$ cat src/rtl/div_pkg.sv
package div_pkg;

    typedef enum logic {
        ST_IDLE = 1'b0,
        ST_RUN  = 1'b1
    } run_e;

endpackage

$ cat src/rtl/ratio_to_preset.sv
module ratio_to_preset #(
    parameter int TOTAL_W = 16
) (
    input  logic [TOTAL_W-1:0] ratio_i,
    output logic [TOTAL_W-1:0] preset_o
);

    // Preset is 2^TOTAL_W minus ratio, taken modulo 2^TOTAL_W.
    // A ratio field of zero therefore maps to preset zero (full range).
    always_comb begin
        preset_o = TOTAL_W'(0) - ratio_i;
    end

endmodule

$ cat src/rtl/ctr_stage.sv
module ctr_stage #(
    parameter int W = 8
) (
    input  logic         clk,
    input  logic         rst_n,
    input  logic         cnt_en_n,
    input  logic         load_n,
    input  logic [W-1:0] preset_i,
    output logic [W-1:0] cnt_o,
    output logic         full_n_o
);

    typedef struct packed {
        logic [W-1:0] cnt;
    } stg_t;

    stg_t st_d, st_q;

    always_comb begin
        st_d = st_q;
        if (!load_n) begin
            st_d.cnt = preset_i;
        end else if (!cnt_en_n) begin
            st_d.cnt = st_q.cnt + W'(1);
        end
    end

    always_ff @(posedge clk or negedge rst_n) begin
        if (!rst_n) begin
            st_q <= '0;
        end else begin
            st_q <= st_d;
        end
    end

    assign cnt_o    = st_q.cnt;
    assign full_n_o = ~(&st_q.cnt);


    stage_load_chk: assert property (@(posedge clk) disable iff (!rst_n)
        !load_n |=> cnt_o == $past(preset_i));


    stage_incr_chk: assert property (@(posedge clk) disable iff (!rst_n)
        (load_n && !cnt_en_n) |=> cnt_o == $past(cnt_o) + W'(1));


    stage_hold_chk: assert property (@(posedge clk) disable iff (!rst_n)
        (load_n && cnt_en_n) |=> cnt_o == $past(cnt_o));

endmodule

$ cat src/rtl/half_toggle.sv
module half_toggle (
    input  logic clk,
    input  logic rst_n,
    input  logic clear_i,
    input  logic pulse_n_i,
    output logic half_o
);

    typedef struct packed {
        logic half;
    } tog_t;

    tog_t tg_d, tg_q;

    always_comb begin
        tg_d = tg_q;
        if (clear_i) begin
            tg_d.half = 1'b0;
        end else if (!pulse_n_i) begin
            tg_d.half = ~tg_q.half;
        end
    end

    always_ff @(posedge clk or negedge rst_n) begin
        if (!rst_n) begin
            tg_q <= '0;
        end else begin
            tg_q <= tg_d;
        end
    end

    assign half_o = tg_q.half;

endmodule

$ cat src/rtl/ratio_divider.sv
module ratio_divider #(
    parameter int STAGE_W    = 8,
    parameter int NUM_STAGES = 2
) (
    input  logic                          clk,
    input  logic                          rst_n,
    input  logic                          load_i,
    input  logic [STAGE_W*NUM_STAGES-1:0] ratio_i,
    output logic                          div_n_o,
    output logic                          half_o,
    output logic [STAGE_W*NUM_STAGES-1:0] count_o
);

    import div_pkg::*;

    localparam int TOTAL_W = STAGE_W * NUM_STAGES;

    typedef struct packed {
        run_e mode;
    } ctl_t;

    ctl_t ctl_d, ctl_q;

    logic [TOTAL_W-1:0]    preset;
    logic [NUM_STAGES-1:0] full_n;
    logic [NUM_STAGES-1:0] en_n;
    logic                  chain_full;
    logic                  reload_n;

    ratio_to_preset #(.TOTAL_W(TOTAL_W)) u_preset (
        .ratio_i  (ratio_i),
        .preset_o (preset)
    );

    // Count-enable path: each stage waits for every lower stage at all ones.
    assign en_n[0] = (ctl_q.mode != ST_RUN);

    for (genvar i = 1; i < NUM_STAGES; i++) begin : g_carry
        assign en_n[i] = en_n[i-1] | full_n[i-1];
    end

    // Load path, kept apart from the carry path: all flags low together.
    assign chain_full = ~(|full_n);
    assign div_n_o    = ~((ctl_q.mode == ST_RUN) & chain_full);
    assign reload_n   = ~(load_i | ~div_n_o);

    for (genvar i = 0; i < NUM_STAGES; i++) begin : g_stage
        ctr_stage #(.W(STAGE_W)) u_stg (
            .clk      (clk),
            .rst_n    (rst_n),
            .cnt_en_n (en_n[i]),
            .load_n   (reload_n),
            .preset_i (preset[i*STAGE_W +: STAGE_W]),
            .cnt_o    (count_o[i*STAGE_W +: STAGE_W]),
            .full_n_o (full_n[i])
        );
    end

    half_toggle u_half (
        .clk       (clk),
        .rst_n     (rst_n),
        .clear_i   (load_i),
        .pulse_n_i (div_n_o),
        .half_o    (half_o)
    );

    always_comb begin
        ctl_d = ctl_q;
        if (load_i) begin
            ctl_d.mode = ST_RUN;
        end
    end

    always_ff @(posedge clk or negedge rst_n) begin
        if (!rst_n) begin
            ctl_q <= '{mode: ST_IDLE};
        end else begin
            ctl_q <= ctl_d;
        end
    end


    idle_hold_chk: assert property (@(posedge clk) disable iff (!rst_n)
        (ctl_q.mode == ST_IDLE) |-> count_o == '0);


    pulse_width_chk: assert property (@(posedge clk) disable iff (!rst_n)
        !div_n_o |=> div_n_o);


    reload_value_chk: assert property (@(posedge clk) disable iff (!rst_n)
        !div_n_o |=> count_o == $past(preset));


    half_flip_chk: assert property (@(posedge clk) disable iff (!rst_n)
        (!div_n_o && !load_i) |=> half_o != $past(half_o));

endmodule

$ cat config.mk
export PLATFORM = sky130hd
export DESIGN_NAME = ratio_divider
export DESIGN_NICKNAME = d
export VERILOG_FILES = /design/src/rtl/div_pkg.sv /design/src/rtl/ratio_to_preset.sv /design/src/rtl/ctr_stage.sv /design/src/rtl/half_toggle.sv /design/src/rtl/ratio_divider.sv
export SDC_FILE = /design/constraint.sdc
export NUM_CORES = 1
export LEC_CHECK = 0
export BUFFER_PORTS_ARGS = -buffer_cell sky130_fd_sc_hd__buf_2
export CAP_MARGIN = 20
export CORE_AREA = 2 2 54 56
export CTS_CLUSTER_SIZE = 24
export DETAILED_ROUTE_END_ITERATION = 10
export DIE_AREA = 0 0 56 58
export GPL_TIMING_DRIVEN = 0
export PLACE_DENSITY_LB_ADDON = 0.3
export REMOVE_ABC_BUFFERS = 1
export SLEW_MARGIN = 30
export SYNTH_ARGS = -nofsm -noshare
export SYNTH_HDL_FRONTEND = slang
export SYNTH_SLANG_ARGS = --single-unit
$ cat constraint.sdc
create_clock -name clk -period 2.3 [get_ports clk]
set_input_delay 0.345 -clock clk [delete_from_list [all_inputs] [get_ports clk]]
set_output_delay 0.345 -clock clk [all_outputs]
set_load 0.02 [all_outputs]
* Yosys cells after proc, flatten, opt, wreduce, memory -nomap -nowiden
Cells that the tools add are included.
W data, S select, Z words.
** Word-level totals
- Flip-flop bits (word level) :: 18
- Input port bits :: 19
- Output and inout port bits :: 18
- Logic and storage cells :: 28
** Operators by class
- Add/sub/neg operators :: 3
- Equality and inequality tests :: 1
- Mux-type cells :: 6
- Bitwise gates (word level) :: 9
- Reductions and logical operators :: 5
** Operator list (number)
- $mux W8 :: 4
- $add A8 B1 Y8 const B :: 2
- $reduce_and A8 Y1 :: 2
- $sub A1 B16 Y16 const A :: 1
- $not A1 Y1 :: 6
- $reduce_bool A2 Y1 :: 2
- $mux W1 :: 2
- $ne A2 B2 Y1 const B :: 1
- $or A1 B1 Y1 :: 2
- $reduce_or A2 Y1 :: 1
- $and A1 B1 Y1 :: 1

* Logic depth before layout (Yosys ltp)
Gate-level depths: netlist of run 1.
- Word-level depth :: 7
- Depth in mapped cells :: 7
- Depth with buffers taken out :: 7

* By module
Synthesis of run 1 repeated with hierarchy kept, for this count alone.
** Unflattened totals
- Cell total of the unflattened synthesis :: 136
- Area, all modules :: 1283.7 sq um
** By module, submodules not included
- ctr_stage :: times used 2, cells an instance 45, area each 439.2 sq um, seq. area each 200.2 sq um
- ratio_to_preset :: times used 1, cells an instance 37, area each 302.8 sq um, seq. area each 0.0 sq um
- ratio_divider :: times used 1, cells an instance 6, area each 65.1 sq um, seq. area each 25.0 sq um
- half_toggle :: times used 1, cells an instance 3, area each 37.5 sq um, seq. area each 25.0 sq um

* Worst setup path before layout of run 1
Ideal clock, no wire load.
- Path type :: flip-flop to flip-flop
- Start :: register g_stage[0].u_stg.st_q, in the netlist g_stage[0].u_stg.cnt_o[0]
- End :: register g_stage[0].u_stg.st_q, in the netlist g_stage[0].u_stg.cnt_o[1]
- Library setup time :: 0.126 ns
- Data arrival time :: 1.835 ns
- Required time :: 2.174 ns
- Path slack :: 0.339 ns
- Stages on the path, launching flop included :: 7
- Path buffers :: 0
- Period minus slack after synthesis :: 1.961 ns
- Cell sequence :: dfrtp_1 -> ha_1 -> nand4_4 -> nor4_4 -> nor2_2 -> and3_1 -> a221o_1
** On the way
- Cells in the longest elaborated chain, start to end :: 7
- Elaborated cells between the ends (all ways) :: 10
- Classes of those cells :: add/sub (1); mux (2); bitwise (4); reduce/logical (3)
** RTL lines
- start, declared :: RTL line ctr_stage.sv:17 : stg_t st_d, st_q;
- start signal, assigned :: RTL line ctr_stage.sv:32 : st_q <= st_d;
- branches (longest 7 deep; another with $add A8 B1 Y8)
Parallel ways; which one is timed is not known. The select of a mux whose other input is x is not followed.
A chain may end at the register's enable or synchronous reset.

* Worst setup path after layout of run 1
- Start :: register g_stage[1].u_stg.st_q, in the netlist g_stage[1].u_stg.cnt_o[0]
- End :: output div_n_o
** On the way
- Cells in the longest elaborated chain, start to end :: 6
** RTL lines
- start, declared :: RTL line ctr_stage.sv:17
- start signal, assigned :: RTL line ctr_stage.sv:32
- $reduce_and A8 Y1 :: RTL line ctr_stage.sv:37 : assign full_n_o = ~(&st_q.cnt);
- $not A1 Y1 :: RTL line ctr_stage.sv:37
- $reduce_or A2 Y1 :: RTL line ratio_divider.sv:43 : assign chain_full = ~(|full_n);
- $not A1 Y1 :: RTL line ratio_divider.sv:43
- $and A1 B1 Y1 :: RTL line ratio_divider.sv:44 : assign div_n_o = ~((ctl_q.mode == ST_RUN) & chain_full);
- $not A1 Y1 :: RTL line ratio_divider.sv:44
- end, declared :: RTL line ratio_divider.sv:9 : output logic div_n_o,
Every way passes these cells.

==> impl_metrics.py, run 1 <==
metrics = {
    "status": {
        "status": "finished, final reports clean",
    },
    "logic_synthesis": {
        "postSynthCellCount": 145,
        "synthArstFlopShare_pct": 100,
        "ys.flop_type": "dfrtp_1",
        "yosysWarnings": 0,
        "synth-edff-count": 0,
        "syn_area_sq_um": 1290,
        "synth.avg_cell_area_sq_um": 8.88,
        "ys_seq_area_share_pct": 35.0,
        "synth-seq-cells": 18,
        "synth.distinct_cells": 42,
    },
    "power_and_ir_drop": {
        "power_w": 0.000810,
        "leakagePower_nw": 0.677,
        "vdd_ir_drop_max_mv": 0.279,
        "p_per_area_nw_per_um2": 514,
    },
    "critical_path": {
        "critical_path_class": "reg2out",
        "arrival_ns": 1.84,
        "critPathRequiredTime_ns": 1.96,
        "start_kind": "flop",
        "end_kind": "primary output",
        "rrSetupSlack_ns": 0.19,
        "cp_max_fo": 6,
    },
    "cts": {
        "clkLatencyLatePin_ns": 0.30,
        "htreeDepth": 1,
        "clkTransAtPathRegs_ns": 0.10,
        "clock-sinks": 18,
        "cts_root_buffer": "clkbuf_4",
        "cts_buffers": 3,
        "cts_buffer_depth": 2,
        "cts_tree": "yes",
    },
    "sta": {
        "drv_slew": 0,
        "finalSetupViolCount": 0,
        "tightestPinTransition_ns": 0.557,
        "setup_tns_ns": 0,
        "hold_viol_final": 0,
        "period_share_pct": 95.0,
        "max_slew_margin_pct": 62.5,
        "whs_ns": 0.323,
        "rsz0062_at_grt": "no",
        "finClkSkew_ns": 0.00210,
        "timing.final.crit_period_ns": 2.18,
        "fmax_ghz": 0.458,
    },
    "floorplanning": {
        "rows": 19,
        "die_x_microns": 56,
        "core_sq_um": 2660,
        "die_h_microns": 58,
        "start_util_pct": 48.4,
        "dieArea_sq_um": 3250,
        "io_pins": 37,
    },
    "grt": {
        "grt_pass1_vias": 1171,
        "grtUsageTotal_pct": 20.8,
        "gr-total-overflow": 0,
        "antenna_found_initial": 0,
        "grt_pass1_wl_microns": 5340,
        "grt_max_degree": 19,
    },
    "layout": {
        "layout_commonest_cell": "buf_2",
        "regArea_sq_um": 450,
        "layout.nets": 213,
        "fin_area_sq_um": 1580,
        "layout_common_cells": "buf_2 (36), nor2_1 (18), dfrtp_1 (18)",
        "multi_input_area_sq_um": 798,
        "fillers": 254,
        "drive_gt1_share_pct": 27.5,
        "area_growth_pct": 22.4,
        "n_antenna_cell": 0,
    },
    "place": {
        "place.gp.congestion": 0.902,
        "postPlaceCellArea_sq_um": 1490,
        "port_buffers": 36,
        "hpwl_microns": 2370,
    },
    "drt": {
        "vias": 1278,
        "drt_iter0_markers": 37,
        "drc": 0,
        "dr.pass1.iters": 4,
        "avgRoutedWirePerCell_microns": 14.7,
        "ant_nets": 0,
        "via_per_inst": 5.81,
        "routed_wirelength_microns": 3230,
    },
    "worst_hold_path": {
        "hold_class": "in2reg",
    },
    "flow_run": {
        "max_cap_violations": 0,
    },
}
[worst max-delay path, stage by stage (launching register included)]
cell,delay (ns)
dfrtp_1,0.41
ha_1,0.18
nand3_1,0.28
nor4_4,0.44
inv_1,0.06
buf_2,0.16
[synthesized netlist by cell type, types with 2 or more instances]
library cell,number,area (sq um)
a21oi_1,8,40.0
a31oi_1,4,25.0
and3_1,2,12.5
dfrtp_1,18,450
ha_1,3,37.5
inv_1,6,22.5
mux2i_1,3,30.0
nand2_1,11,41.3
nand3_1,5,25.0
nand4_1,2,12.5
nor2_1,18,67.6
nor3_1,8,40.0
nor4_1,4,25.0
o21ai_0,4,20.0
o21ai_1,2,10.0
o22ai_1,3,18.8
or4_1,2,15.0
xnor2_1,11,96.3
xor2_1,8,70.1
[power by group]
group	internal, W	switching (W)	total (W)
clock network	0.0000612	0.000104	0.000165
logic	0.0000987	0.000148	0.000247
registers	0.000349	0.0000502	0.000399
[registers in the layout, indices dropped and copies added, names as in the netlist]
register             flops
ctl_q                    1
g_stage.u_stg.cnt_o     16
u_half.half_o            1
[final cells by class]
class	count	area share [%]
Multi-Input combinational cell	118	50.7
Sequential cell	18	28.6
Timing Repair Buffer	44	15.4
Tap cell	31	2.46
Clock buffer	3	1.43
Inverter	6	1.43
[cell families (layout without fill, tap and decap cells)]
kind of cell | Yosys count | after routing | share of synthesized area (%)
flops | 18 | 18 | 35.0
mux | 4 | 4 | 3.21
compound gates | 30 | 30 | 16.2
buf+inv | 9 | 53 | 3.01
simple gates | 62 | 62 | 26.7
xor+xnor | 19 | 19 | 12.9
fa+ha+maj | 3 | 3 | 2.92
[per-layer routing]
metal  GRT usage [%]  vias to the layer above  routed length, microns
met5               0                        -                       0
met3            2.46                        5                     168
li1                -                      620                       -
met2            34.5                       46                    1600
met1            27.8                      607                    1410
met4            8.84                        0                      54
[path summary, 6_finish.rpt]
check,startpoint,to,cells past startpoint
setup reg to reg,g_stage[1].u_stg.cnt_o[0],g_stage[0].u_stg.cnt_o[1],6
setup / recovery,g_stage[1].u_stg.cnt_o[0],div_n_o,5
hold / removal,ratio_i[0],g_stage[0].u_stg.cnt_o[0],3
min in group asynchronous,rst_n,u_half.half_o,2
hold reg to reg,u_half.half_o,u_half.half_o,2
max in group asynchronous,rst_n,g_stage[0].u_stg.cnt_o[1],2
[timing repair]
item                                    4_1_cts  5_1_grt
buffers inserted                              4        3
hold buffers                                  1        0
endpoints found under the setup margin        1        2
pin swaps                                     1        1
gates resized for setup                       0        0
endpoints found under the hold margin        18        0
[through the flow]
stage	setup slack [ns]	std cells	util (%)
2_1_floorplan	0.118	142	-
3_3_place_gp	0.00476	209	56.0
3_5_place_dp	-0.0756	209	56.0
4_1_cts	0.0335	217	58.3
5_1_grt	0.0251	220	59.2
6_report	0.116	220	59.2
No activity file was read; power rests on OpenSTA's default activity.
==> run 2: changes to the inputs <==
--- a/config.mk
+++ b/config.mk
@@ -12,6 +12,7 @@
 export DETAILED_ROUTE_END_ITERATION = 10
 export DIE_AREA = 0 0 56 58
 export GPL_TIMING_DRIVEN = 0
+export MAX_ROUTING_LAYER = met4
 export PLACE_DENSITY_LB_ADDON = 0.3
 export REMOVE_ABC_BUFFERS = 1
 export SLEW_MARGIN = 30
==> impl_metrics.py, run 2 (synthesis gave the netlist of run 1 again) <==
metrics = {
    "status": {
        "status": "finished, final reports clean",
    },
    "sta": {
        "fmax_ghz": 0.463,
        "timing.final.crit_period_ns": 2.16,
        "period_share_pct": 93.9,
        "max_slew_margin_pct": 62.5,
        "rsz0062_at_grt": "no",
        "hold_viol_final": 0,
        "finalSetupViolCount": 0,
        "setup_slack_ns": 0.140,
        "drv_slew": 0,
        "finClkSkew_ns": 0.00185,
        "tightestPinTransition_ns": 0.557,
    },
    "layout": {
        "n_antenna_cell": 0,
        "fin_area_sq_um": 1580,
        "layout_commonest_cell": "buf_2",
        "drive_gt1_share_pct": 27.5,
        "fin_util_pct": 59.2,
        "final-instance-count-excl-fill": 220,
        "largest_reg_flops": 16,
        "layout_common_cells": "buf_2 (36), nor2_1 (18), dfrtp_1 (18)",
        "layout.nets": 213,
        "area_growth_pct": 22.4,
    },
    "drt": {
        "wl_met1_microns": 1360,
        "via_per_inst": 5.77,
        "drt_iter0_markers": 40,
        "routed_wirelength_microns": 3210,
        "drc": 0,
        "highest_layer": "met4",
        "wl_met2_microns": 1600,
        "vias": 1270,
        "avgRoutedWirePerCell_microns": 14.6,
        "met3_length_microns": 200,
        "dr.pass1.iters": 4,
        "ant_nets": 0,
    },
    "cts": {
        "cts_buffers": 3,
        "clock-sinks": 18,
        "clkTransAtPathRegs_ns": 0.10,
        "htreeDepth": 1,
        "cts_tree": "yes",
        "cts_buffer_depth": 2,
        "cts_resized": 0,
        "clkLatencyLatePin_ns": 0.30,
        "cts_root_buffer": "clkbuf_4",
    },
    "flow_run": {
        "max_cap_violations": 0,
    },
    "critical_path": {
        "r2r_end": "g_stage[0].u_stg.cnt_o[1]",
        "cp_top_family": "simple AND/OR/NAND/NOR gates",
        "end_kind": "primary output",
        "r2r-start": "g_stage[1].u_stg.cnt_o[0]",
        "cp_max_fo": 6,
        "cpPeakStageDelay_ns": 0.43,
        "rrSetupSlack_ns": 0.22,
        "critPathRequiredTime_ns": 1.96,
        "start_kind": "flop",
        "arrival_ns": 1.81,
        "critical_path_class": "reg2out",
        "slowest_stage": "nor4_4",
        "worstPathCellList": "ha_1 > nand3_1 > nor4_4 > inv_1 > buf_2",
        "path_buf_inv": 2,
        "reg2reg_depth": 6,
    },
    "power_and_ir_drop": {
        "sequentialPowerShare_pct": 49.2,
        "power_w": 0.000809,
        "internal-power_w": 0.000508,
        "leakagePower_nw": 0.677,
        "pwr-share-clk_pct": 20.3,
        "power_frac_comb_pct": 30.5,
        "p_per_area_nw_per_um2": 513,
        "p_sw_w": 0.000300,
        "p_sw_share_pct": 37.1,
        "vdd_ir_drop_max_mv": 0.279,
    },
    "place": {
        "place.gp.congestion": 0.917,
        "placed_cells": 209,
        "postPlaceCellArea_sq_um": 1490,
        "dpl_worst_slack_ns": -0.0756,
        "port_buffers": 36,
        "hpwl_microns": 2370,
    },
    "grt": {
        "grt_pass1_wl_microns": 5350,
        "gr-total-overflow": 0,
        "grtUsageTotal_pct": 21.5,
        "grt_pass1_vias": 1171,
        "antenna_found_initial": 0,
        "grt_max_degree": 19,
    },
    "floorplanning": {
        "rows": 19,
        "io_pins": 37,
        "dieArea_sq_um": 3250,
        "core_sq_um": 2660,
        "die_h_microns": 58,
        "start_util_pct": 48.4,
        "die_x_microns": 56,
    },
    "worst_hold_path": {
        "hold_class": "in2reg",
        "min_from": "ratio_i[0]",
        "holdPathStages": 3,
        "hold_path_end": "g_stage[0].u_stg.cnt_o[0]",
    },
}
## run 2: how the worst max path moves through the flow
stage / from / to / cells after the start
2_1_floorplan: g_stage[0].u_stg.cnt_o[0] / g_stage[0].u_stg.cnt_o[5] / 6
3_5_place_dp: g_stage[0].u_stg.cnt_o[0] / g_stage[0].u_stg.cnt_o[5] / 6
5_1_grt: g_stage[1].u_stg.cnt_o[0] / div_n_o / 5
6_report: g_stage[1].u_stg.cnt_o[0] / div_n_o / 5
3_3_place_gp: g_stage[0].u_stg.cnt_o[0] / g_stage[0].u_stg.cnt_o[5] / 6
4_1_cts: g_stage[0].u_stg.cnt_o[0] / div_n_o / 5
## run 2: routing by layer
layer | global-route usage, % | vias up
met5 | - | -
met4 | 8.84 | 0
met3 | 2.46 | 5
met2 | 34.3 | 48
met1 | 28.0 | 599
li1 | - | 618
## run 2: area by class of cell
cell class / instances / area (sq um)
fillers: 254 / 1090
multi-input cells: 118 / 798
flip-flops and latches: 18 / 450
repair buffers: 44 / 243
well taps: 31 / 38.8
clock buffers: 3 / 22.5
inverters: 6 / 22.5
## run 2: metrics by stage
step / hold slack (ns) / TNS, ns
detailed placement: 0.295 / -0.0756
global route: 0.348 / 0
global placement: 0.292 / 0
floorplan: 0.0494 / 0
CTS: 0.330 / 0
finish: 0.325 / 0
## run 2: power groups by stage
stage / registers [W] / logic, W / clock network (W)
final: 0.000398 / 0.000246 / 0.000164
after global routing: 0.000404 / 0.000271 / 0.000175
after CTS: 0.000397 / 0.000247 / 0.000161
after detailed placement: 0.000404 / 0.000239 / 0
after global placement: 0.000400 / 0.000232 / 0
after floorplan: 0.000436 / 0.000109 / 0
## run 2: what timing repair did
item                                   in CTS  in global routing
pin swaps                                   1                  1
endpoints found under the hold margin      18                  0
buffers inserted                            4                  3
setup endpoints to repair                   1                  2
hold buffers                                1                  0
## run 2: worst register-to-register path, delay by kind of cell (launching register included)
kind	cells	cell delay [ns]
DFF	1	0.41
adders and majority gates	1	0.18
and+or+nand+nor	4	1.15
AOI/OAI and AO/OA	1	0.25
